## src/rtl/osc_cal_pkg.sv

```systemverilog
package osc_cal_pkg;
  typedef struct packed {
    logic       neg;
    logic [4:0] mag;
  } cal_word_t;

  localparam int CAL_MAG_MAX = 31;
endpackage

```

## src/rtl/osc_cal_prescaler.sv

```systemverilog
module osc_cal_prescaler #(
  parameter int PRE_BITS = 8
) (
  input  logic clk,
  input  logic rst_n,
  input  logic en,
  output logic wrap,
  output logic half
);
  localparam logic [PRE_BITS-1:0] HALF_AT = {1'b0, {(PRE_BITS-1){1'b1}}};

  logic [PRE_BITS-1:0] cnt_q, cnt_d;

  always_comb begin
    cnt_d = cnt_q;
    if (en) cnt_d = cnt_q + 1'b1;
  end

  always_ff @(posedge clk or negedge rst_n) begin
    if (!rst_n) cnt_q <= '0;
    else        cnt_q <= cnt_d;
  end

  assign wrap = en && (&cnt_q);
  assign half = en && (cnt_q == HALF_AT);
endmodule

```

## src/rtl/osc_cal_sequencer.sv

```systemverilog
module osc_cal_sequencer
  import osc_cal_pkg::*;
#(
  parameter int CYCLE_WRAPS = 491520,
  parameter int SCALE       = 16
) (
  input  logic      clk,
  input  logic      rst_n,
  input  logic      wrap,
  input  logic      half,
  input  cal_word_t cal_in,
  output logic      blank,
  output logic      extra
);
  localparam int IDX_W = $clog2(CYCLE_WRAPS);
  localparam int CMP_W = IDX_W + 1;
  localparam logic [IDX_W-1:0] IDX_LAST = IDX_W'(CYCLE_WRAPS - 1);

  logic [IDX_W-1:0] idx_q, idx_d;
  cal_word_t        act_q, act_d;
  logic [CMP_W-1:0] lim;
  logic             in_window;

  always_comb begin
    idx_d = idx_q;
    act_d = act_q;
    if (wrap) begin
      if (idx_q == IDX_LAST) begin
        idx_d = '0;
        act_d = cal_in;
      end else begin
        idx_d = idx_q + 1'b1;
      end
    end
  end

  always_ff @(posedge clk or negedge rst_n) begin
    if (!rst_n) begin
      idx_q <= '0;
      act_q <= '0;
    end else begin
      idx_q <= idx_d;
      act_q <= act_d;
    end
  end

  assign lim       = CMP_W'(act_q.mag) * CMP_W'(SCALE);
  assign in_window = {1'b0, idx_q} < lim;
  assign blank     = wrap && act_q.neg && in_window;
  assign extra     = half && !act_q.neg && in_window;
endmodule

```

## src/rtl/osc_cal_postscaler.sv

```systemverilog
module osc_cal_postscaler #(
  parameter int POST_BITS = 7
) (
  input  logic                 clk,
  input  logic                 rst_n,
  input  logic                 step,
  output logic                 tick,
  output logic [POST_BITS-1:0] phase
);
  logic [POST_BITS-1:0] pcnt_q, pcnt_d;

  always_comb begin
    pcnt_d = pcnt_q;
    if (step) pcnt_d = pcnt_q + 1'b1;
  end

  always_ff @(posedge clk or negedge rst_n) begin
    if (!rst_n) pcnt_q <= '0;
    else        pcnt_q <= pcnt_d;
  end

  assign tick  = step && (&pcnt_q);
  assign phase = pcnt_q;
endmodule

```

## src/rtl/osc_cal_divider.sv

```systemverilog
module osc_cal_divider
  import osc_cal_pkg::*;
#(
  parameter int PRE_BITS      = 8,
  parameter int POST_BITS     = 7,
  parameter int CYCLE_SECONDS = 3840,
  parameter int SCALE         = 16
) (
  input  logic                 clk,
  input  logic                 rst_n,
  input  logic                 osc_en,
  input  logic                 cal_neg,
  input  logic [4:0]           cal_mag,
  output logic                 stage_pulse,
  output logic                 sec_tick,
  output logic [POST_BITS-1:0] sec_phase
);
  localparam int CYCLE_WRAPS = CYCLE_SECONDS << POST_BITS;

  logic      wrap_w, half_w, blank_w, extra_w, step_w, tick_w;
  logic      stage_q, tick_q;
  cal_word_t cal_w;

  assign cal_w = '{neg: cal_neg, mag: cal_mag};

  osc_cal_prescaler #(.PRE_BITS(PRE_BITS)) u_pre (
    .clk(clk), .rst_n(rst_n), .en(osc_en), .wrap(wrap_w), .half(half_w)
  );

  osc_cal_sequencer #(.CYCLE_WRAPS(CYCLE_WRAPS), .SCALE(SCALE)) u_seq (
    .clk(clk), .rst_n(rst_n), .wrap(wrap_w), .half(half_w),
    .cal_in(cal_w), .blank(blank_w), .extra(extra_w)
  );

  assign step_w = (wrap_w && !blank_w) || extra_w;

  osc_cal_postscaler #(.POST_BITS(POST_BITS)) u_post (
    .clk(clk), .rst_n(rst_n), .step(step_w), .tick(tick_w), .phase(sec_phase)
  );

  always_ff @(posedge clk or negedge rst_n) begin
    if (!rst_n) begin
      stage_q <= 1'b0;
      tick_q  <= 1'b0;
    end else begin
      stage_q <= step_w;
      tick_q  <= tick_w;
    end
  end

  assign stage_pulse = stage_q;
  assign sec_tick    = tick_q;
endmodule

```

## config.mk

```make
export PLATFORM = sky130hd
export DESIGN_NAME = osc_cal_divider
export DESIGN_NICKNAME = d
export VERILOG_FILES = /design/src/rtl/osc_cal_pkg.sv /design/src/rtl/osc_cal_prescaler.sv /design/src/rtl/osc_cal_sequencer.sv /design/src/rtl/osc_cal_postscaler.sv /design/src/rtl/osc_cal_divider.sv
export SDC_FILE = /design/constraint.sdc
export NUM_CORES = 1
export LEC_CHECK = 0
export BUFFER_PORTS_ARGS = -buffer_cell sky130_fd_sc_hd__buf_2
export CAP_MARGIN = 10
export CORE_ASPECT_RATIO = 1.2
export CORE_MARGIN = 3
export CORE_UTILIZATION = 50
export DETAILED_ROUTE_END_ITERATION = 7
export GPL_ROUTABILITY_DRIVEN = 0
export PLACE_DENSITY_LB_ADDON = 0.05
export SLEW_MARGIN = 20
export SYNTH_ARGS = -nofsm -noshare
export SYNTH_HDL_FRONTEND = slang
export SYNTH_SLANG_ARGS = --single-unit
```

## constraint.sdc

```tcl
create_clock -name clk -period 2.3 [get_ports clk]
set_input_delay 0.23 -clock clk [delete_from_list [all_inputs] [get_ports clk]]
set_output_delay 0.23 -clock clk [all_outputs]
set_load 0.01 [all_outputs]
```

---- Yosys cells after proc, flatten, opt, wreduce, memory -nomap -nowiden ----
Index checks and enable logic that the tools add are counted.
operators by class
  add/sub/neg operators ................... 3
  $mul .................................... 0
  divide/modulo/power cells ............... 0
  $lt $le $gt $ge ......................... 1
  equal/unequal tests ..................... 2
  shift operators ......................... 0
  muxes and demuxes ....................... 1
  bitwise logic cells ..................... 0
  reduce and logical (&&, ||, !) cells .... 14
operators by type and width
  operator                                       count
  adder 19 x 1 -> 19 bit, second input constant  1
  == test 19 bit, second input constant          1
  less-than comparator 19 x 9 -> 1 bit           1
  2-to-1 mux 19 bit                              1
  adder 8 x 1 -> 8 bit, second input constant    1
  == test 8 x 7 -> 1 bit, second input constant  1
  logical AND 1 bit                              8
  AND reduction 8 bit                            1
  adder 7 x 1 -> 7 bit, second input constant    1
  AND reduction 7 bit                            1
  logical NOT 1 bit                              2
  AND reduction 2 bit                            1
  logical OR 1 bit                               1
word-level totals
  register bits after elaboration ......... 42
  bits in latches ......................... 0
  memory bits (writable) .................. 0
  memory bits (read-only) ................. 0
  input port bits ......................... 9
  output and inout bits ................... 9
  word-level logic and storage cells ...... 28
  memories ................................ 0

---- Logic depth before layout (Yosys ltp) ----
Gate-level depths: netlist of the first run.
  word-level depth ........................ 8
  gate-level depth with buffers ........... 8
  depth with buffers taken out ............ 7

---- Hierarchy ----
From an unflattened synthesis of the first run, not the netlist that was laid out.
second synthesis, totals
  cells, all modules ...................... 188
  area total of the unflattened synthesis .. 2098.3 um^2
by module, submodules not included
  module              instances  cells each  area an instance (um^2)  seq. area each (um^2)
  osc_cal_sequencer   1          131         1375.1                   625.6
  osc_cal_prescaler   1          29          355.3                    200.2
  osc_cal_postscaler  1          24          306.5                    175.2
  osc_cal_divider     1          4           61.3                     50.0

---- Worst setup path before layout of the first run ----
No wires, ideal clock.
  path kind ............................... reg2reg
  start point ............................. register u_seq.idx_q[6]
  end point ............................... register u_post.pcnt_q[1], in the netlist u_post.phase[1]
  library setup time ...................... 0.125 ns
  arrival ................................. 1.900 ns
  data required time ...................... 2.175 ns
  slack ................................... 0.276 ns
  cell stages (with the launch flop) ...... 7
  clock period less this slack ............ 2.024 ns
  path through ............................ dfrtp_1 > ha_1 > a21oi_1 > o21ai_0 > a31oi_4 > mux2i_1 > mux2_2
on the way
  longest elaborated chain between the ends .. 5
  elaborated cells between the ends (all ways) .. 6
RTL lines
  what                                    line                      RTL
  start, declared                         osc_cal_sequencer.sv:19   logic [IDX_W-1:0] idx_q, idx_d;
  start signal, assigned                  osc_cal_sequencer.sv:42   idx_q <= idx_d;
  less-than comparator 19 x 9 -> 1 bit *  osc_cal_sequencer.sv:48   assign in_window = {1'b0, idx_q} < lim;
  logical AND 1 bit                       osc_cal_sequencer.sv:49   assign blank = wrap && act_q.neg && in_window;
  logical NOT 1 bit                       osc_cal_divider.sv:35     assign step_w = (wrap_w && !blank_w) || extra_w;
  logical AND 1 bit                       osc_cal_divider.sv:35
  logical OR 1 bit *                      osc_cal_divider.sv:35
  end signal, assigned                    osc_cal_postscaler.sv:19  else pcnt_q <= pcnt_d;
  end, declared                           osc_cal_postscaler.sv:10  logic [POST_BITS-1:0] pcnt_q, pcnt_d;
Every way passes the cells marked *; elsewhere a longest branch is shown, timed or not.
A chain may end at the register's enable or synchronous reset.

---- Worst setup path in the final report of the first run ----
  start point ............................. register u_seq.idx_q[0]
  end point ............................... register u_seq.act_q[2] (netlist name)
on the way
  longest elaborated chain between the ends .. 2
RTL lines
  what                           line                     RTL
  == test 19 bit                 osc_cal_sequencer.sv:28  if (idx_q == IDX_LAST) begin
  AND reduction 2 bit (no line)  n/a
  end signal, assigned           osc_cal_sequencer.sv:43  act_q <= act_d;
  end, declared                  osc_cal_sequencer.sv:20  cal_word_t act_q, act_d;
Every way passes these cells.

==> impl_metrics.csv, run 1 <==
group,metric,value,unit
detailed_routing,drt-vias-per-instance,5.76,
cts,cts_buffers,5,
timing,finalCritPeriodShare,90.6,%
worst_setup_path,critPathLaunchType,"flop",
logic_synthesis,synthCells,223,
pwr,power.share.switching,25.0,%
pwr,p_leak,1.14,nW
detailed_routing,wl,4.73,mm
placed_design,place_inst,297,
worst_setup_path,critPathMaxFanout,12,
pwr,clkPwrFrac,36.3,%
cells_and_area,instances_no_fill,304,
floorplanning,rows,26,
grt,overflow,0,
grt,groute.usage.overall,20.2,%
floorplanning,core_area,4290,um^2
floorplanning,initial_core_util,52.3,%
worst_setup_path,cp-end-kind,"flop",
logic_synthesis,syn_area,2250,um^2
floorplanning,io_pins,18,
floorplanning,dieWidth,67.2,um
detailed_routing,drt_iter0_drc,102,
grt,grt.busiest_layer,"met2",
timing,layout_setup_ws,0.216,ns
timing,maxSlewHeadroom,38.4,%
cts,cts_setup_buffers,0,
worst_setup_path,critPathRequiredTime,2.51,ns
detailed_routing,dr.pass1.iters,4,
cts,clockBufferDepth,2,
logic_synthesis,synth-seq-cells,42,
detailed_routing,drt-wirelength-per-cell,15.6,um
timing,tns,0,ns
logic_synthesis,synth_cell_types,35,
flow_run,cap_violations,0,
logic_synthesis,ys_seq_area_share,46.8,%
pwr,pwr-share-seq,54.5,%
cts,cts_resized,0,
timing,grt_setup_unrepaired,"false",
cts,htree_levels,2,
cts,ctsHoldBuffers,0,
cells_and_area,stdcell_area,2520,um^2
worst_setup_path,cp_data_arrival_time,2.29,ns
pwr,p_per_area,645,nW/um^2
worst_setup_path,path_cells,"ha_1 > nand4_1 > or3_1 > nor4_4 > buf_4 > nand2_1 > o21ai_0",
worst_setup_path,path_class,"flop to flop",
grt,grt_pass1_vias,1752,
timing,setup_viol,0,
worst_setup_path,cp_num_buf_inv,1,
floorplanning,dieArea,5340,um^2
timing,skew,0.00589,ns
detailed_routing,num_vias,1750,
cts,clk_pin_slew_worst_paths,0.08,ns
grt,met3_usage,3.38,%
pwr,p_sw,0.000407,W
cts,cts.sinks,42,
grt,grt_first_pass_wirelength,8.20,mm
detailed_routing,drtAntennaViolNets,0,
timing,drv_slew,0,
cells_and_area,final_nets,264,
cells_and_area,n_antenna_cell,0,
timing,post-route-min-period,2.08,ns
pwr,p_int,0.00122,W
placed_design,dp_slack,0.211,ns
timing,hold_violations,0,
cts,clk_latency,0.29,ns
logic_synthesis,synthesis.nets,239,
logic_synthesis,avgSynthCellArea,10.1,um^2
worst_setup_path,max_stage_delay,0.51,ns
pwr,pwr-share-comb,9.2,%
placed_design,post_dp_cell_area,2410,um^2
cts,clk_root_buffer_cell,"clkbuf_8",
status,status,"complete, no violations",
floorplanning,die_y,79.4,um
grt,met2_usage,35.5,%
worst_setup_path,cp_top_family,"simple AND/OR/NAND/NOR gates",
timing,worst_pin_slew,0.924,ns
logic_synthesis,yosysTopAreaCell,"dfrtp_1",
cts,cts_tree,"built",
detailed_routing,drc_errors,0,
grt,grt_max_degree,43,
grt,grt_antenna_before_repair,0,
placed_design,portBuffers,17,
pwr,irDropWorstVdd,0.668,mV
logic_synthesis,synth.area.top_cells,"dfrtp_1, xnor2_1, nand2_1",
grt,met1_usage,23.8,%
min_path,hold_class,"primary input to asynchronous set/reset pin",
logic_synthesis,synth_top_cell_area_share,46.8,%
timing,fmax,480,MHz
placed_design,dpl.hpwl,3.59,mm
logic_synthesis,ys.warnings.count,0,
cells_and_area,drive_above_1_share,15.3,%
cells_and_area,synthToLayoutAreaGrowth,12.4,%
worst_setup_path,cpMaxStageDelayCell,"or3_1",
==> worst register-to-register path, cell delays in order, from the launching register on <==
cell     delay, ns
dfrtp_1       0.39
ha_1          0.20
nand4_1       0.23
or3_1         0.51
nor4_4        0.31
buf_4         0.22
nand2_1       0.07
o21ai_0       0.08
==> layer usage <==
layer	vias up	wire [um]
met3	6	125
met5	-	0
met4	0	64
li1	848	-
met1	872	1970
met2	24	2570
==> cell usage in the layout (no fill, tap or decap), drive strengths merged, types with 9 or more instances in the layout <==
cell and n:
and3 10, buf 24, dfrtp 42, inv 11
nand2 26, nand3 14, nand4 11, nor3 9
nor4 12, o21ai 15, xnor2 16
==> synth_stat cells <==
cell type   n
nand4_4     1
clkbuf_1    1
and3_1     10
nand4_1    10
nand4b_1    1
or3_1       4
a31oi_4     1
mux2_2      2
nor4_2      1
nor2b_1     1
o21ai_0    15
nor3_1      9
xnor2_1    16
mux2i_1     7
inv_1      11
nand3b_1    2
xor2_1      6
o31ai_1     3
a21boi_0    1
buf_6       2
dfrtp_1    42
a22oi_1     1
mux2_1      1
ha_1        7
nor4_1     10
buf_2       3
or4b_1      2
nand3_1    13
nand3_2     1
and4_1      1
nand2b_1    1
a21oi_1     5
nor4_4      1
nand2_1    26
nor2_1      5
==> cell families (layout without fill, tap and decap cells) <==
kind of cell	Yosys count	count (layout)	synth area share (%)
muxes	10	10	4.62
AOI/OAI and AO/OA	26	26	7.08
adders and majority gates	7	7	3.90
xor gates and xnor gates	22	22	8.58
DFF	42	42	46.8
and+or+nand+nor	99	99	25.3
buffers and inverters	17	42	3.68
==> sequential cells by signal, indices dropped and copies added, names as in the netlist <==
signal	count
u_post.phase	7
u_seq.act_q	6
stage_pulse	1
u_seq.idx_q	19
sec_tick	1
u_pre.cnt_q	8
==> path summary, 6_finish.rpt <==
path / from / endpoint / slack, ns / depth (start not counted)
setup / recovery: u_seq.idx_q[0] / u_seq.act_q[2] / 0.22 / 7
hold / removal: rst_n / u_seq.act_q[0] / 0.07 / 1
setup reg to reg: u_seq.idx_q[0] / u_seq.act_q[2] / 0.22 / 7
hold reg to reg: u_seq.act_q[0] / u_seq.act_q[0] / 0.49 / 1
max in group asynchronous: rst_n / u_seq.idx_q[3] / 1.66 / 1
min in group clk: cal_neg / u_seq.act_q[5] / 0.13 / 3
==> power groups by stage <==
stage / combinational [W] / clock, W / sequential, W
finish: 0.000150 / 0.000592 / 0.000887
detailed placement: 0.000152 / 0 / 0.000900
floorplan: 0.000112 / 0 / 0.000872
global route: 0.000171 / 0.000635 / 0.000896
CTS: 0.000154 / 0.000608 / 0.000885
global placement: 0.000147 / 0 / 0.000891
==> through the flow <==
step	power [W]	utilization [%]	hold WS (ns)
floorplan	0.000984	-	-0.0656
global placement	0.00104	56.2	0.402
detailed placement	0.00105	56.2	0.426
CTS	0.00165	58.8	0.104
global route	0.00170	58.8	0.133
finish	0.00163	58.8	0.0687
==> final cells by class <==
cell class | count | area (um^2)
Multi-Input combinational cell | 164 | 1110
Fill cell | 400 | 1770
Tap cell | 56 | 70.1
Clock inverter | 1 | 30.0
Sequential cell | 42 | 1050
Clock buffer | 6 | 82.6
Timing Repair Buffer | 24 | 138
Inverter | 11 | 41.3
(Power assumes the default switching activity.)
==> run 2, diff against run 1 <==
==> constraint.sdc (replaced) <==
create_clock -name clk -period 1.7 [get_ports clk]
set_input_delay 0.17 -clock clk [delete_from_list [all_inputs] [get_ports clk]]
set_output_delay 0.17 -clock clk [all_outputs]
set_load 0.01 [all_outputs]
==> run 2 against run 1 <==
Against the previous run:
- the flow now finishes with violations (negative setup slack)
- largest cell class unchanged
- wire length increased by 29%
- global-route usage is 4.7 points higher
- final area increased by 34%
- critical endpoint is now u_post.phase[1]
- via count is 18% higher
- cell count grew 23%
- critical path depth fell by 2
- largest power group unchanged
- first-iteration DRC count shrank 21%
- sequential share of layout area decreased by 10 points
- core utilization increased by 20 points
==> impl_metrics.csv, run 2 (synthesis gave the netlist of run 1 again) <==
group,metric,value,unit
status,status,"complete, but fails checks",
status,violations,"negative setup slack",
worst_setup_path,critPathRequiredTime,1.88,ns
detailed_routing,num_vias,2071,
cts,cts.sinks,42,
timing,worst_pin_slew,0.532,ns
placed_design,post_dp_cell_area,2860,um^2
timing,post-route-min-period,1.85,ns
min_path,hold_class,"primary input to flop",
flow_run,cap_violations,0,
grt,grt_max_degree,43,
detailed_routing,drt-wirelength-per-cell,16.3,um
floorplanning,rows,26,
detailed_routing,drtAntennaViolNets,0,
detailed_routing,drt_iter0_drc,81,
floorplanning,dieArea,5340,um^2
placed_design,dpl.hpwl,4.15,mm
cts,clk_latency,0.30,ns
grt,grt_pass1_vias,2158,
floorplanning,initial_core_util,52.3,%
floorplanning,io_pins,18,
cells_and_area,layout_commonest_cell,"buf_4",
placed_design,portBuffers,17,
cells_and_area,synthToLayoutAreaGrowth,50.1,%
cells_and_area,top_register,"u_seq.idx_q",
timing,tns,-1.98,ns
floorplanning,die_y,79.4,um
detailed_routing,drt-vias-per-instance,5.55,
pwr,p_per_area,702,nW/um^2
pwr,p_leak,1.63,nW
timing,skew,0.00739,ns
cells_and_area,final_nets,332,
detailed_routing,drc_errors,0,
floorplanning,core_area,4290,um^2
cts,htree_levels,2,
timing,drv_slew,0,
worst_setup_path,cp_data_arrival_time,2.04,ns
grt,grt_antenna_before_repair,0,
worst_setup_path,critPathLaunchType,"flop",
detailed_routing,dr.pass1.iters,4,
timing,setup_viol,25,
cts,cts_buffers,5,
pwr,irDropWorstVdd,0.991,mV
timing,hold_violations,0,
cells_and_area,largest_reg_flops,19,
worst_setup_path,path_class,"flop to flop",
floorplanning,dieWidth,67.2,um
worst_setup_path,critPathMaxFanout,2,
cells_and_area,final_cell_mix,"buf_4, dfrtp_1, nand2_1",
detailed_routing,wl,6.08,mm
timing,maxSlewHeadroom,64.5,%
timing,layout_setup_ws,-0.153,ns
cts,clockBufferDepth,2,
timing,grt_setup_unrepaired,"true",
cells_and_area,stdcell_area,3370,um^2
grt,overflow,0,
grt,groute.usage.overall,24.9,%
cts,cts_tree,"built",
cts,clk_pin_slew_worst_paths,0.08,ns
grt,grt_first_pass_wirelength,9.92,mm
timing,finalCritPeriodShare,109,%
cells_and_area,drive_above_1_share,48.9,%
cells_and_area,n_antenna_cell,0,
cts,clk_root_buffer_cell,"clkbuf_8",
timing,hold_ws,0.0762,ns
cells_and_area,finish.utilization,78.5,%
worst_setup_path,cp-end-kind,"flop",
cells_and_area,num-fill-cells,279,
timing,fmax,540,MHz
-- run 2: critical path: stages, from the launching register on --
cell     delay, ns
dfrtp_1       0.40
nor4_2        0.30
nand4_1       0.18
a31oi_4       0.23
mux2i_2       0.30
mux2_4        0.32
-- run 2: repair_timing --
item / CTS / global route
endpoints found under the hold margin: 42 / 0
setup buffers: 9 / 3
gates resized for setup: 40 / 31
hold buffers: 1 / 0
pin swaps: 14 / 13
endpoints found under the setup margin: 30 / 32
gates cloned: 0 / 1
-- run 2: where the power goes --
group	leakage, nW	internal (W)	total [W]	switching, W
logic	1.04	0.000235	0.000426	0.000190
clock network	0.0579	0.000433	0.000788	0.000356
registers	0.533	0.00108	0.00115	0.0000773
total	1.63	0.00174	0.00237	0.000624
-- run 2: cell type report --
type / count / area [um^2] / area share, %
multi-input cells: 164 / 1420 / 42.2
flip-flops and latches: 42 / 1050 / 31.2
clock buffers: 5 / 68.8 / 2.04
well taps: 56 / 70.1 / 2.08
inverters: 11 / 41.3 / 1.22
repair buffers: 92 / 677 / 20.1
clock inverters: 3 / 40.0 / 1.19
-- run 2: final timing paths --
kind | start | end | slack (ns) | depth (start not counted)
max | u_seq.idx_q[15] | u_post.phase[1] | -0.15 | 5
min | cal_mag[2] | u_seq.act_q[2] | 0.08 | 3
max reg2reg | u_seq.idx_q[15] | u_post.phase[1] | -0.15 | 5
min reg2reg | u_seq.act_q[0] | u_seq.act_q[0] | 0.52 | 1
max in group asynchronous | rst_n | u_seq.idx_q[0] | 0.87 | 3
min in group asynchronous | rst_n | u_seq.idx_q[18] | 0.46 | 3
-- run 2: stage by stage --
stage | setup WS (ns) | std cells | total power (W)
finish | -0.153 | 373 | 0.00237
global route | -0.226 | 373 | 0.00248
CTS | -0.146 | 370 | 0.00236
detailed placement | -0.218 | 353 | 0.00154
global placement | -0.186 | 353 | 0.00151
floorplan | -0.234 | 223 | 0.00133
-- run 2: layer usage --
layer  track usage [%]  up-vias  part of all wire (%)
met5                 0        -                     0
li1                  -      993                     -
met2              44.9       47                    55
met4              9.53        0                   2.7
met3              5.07       14                   3.6
met1              28.1     1017                    38
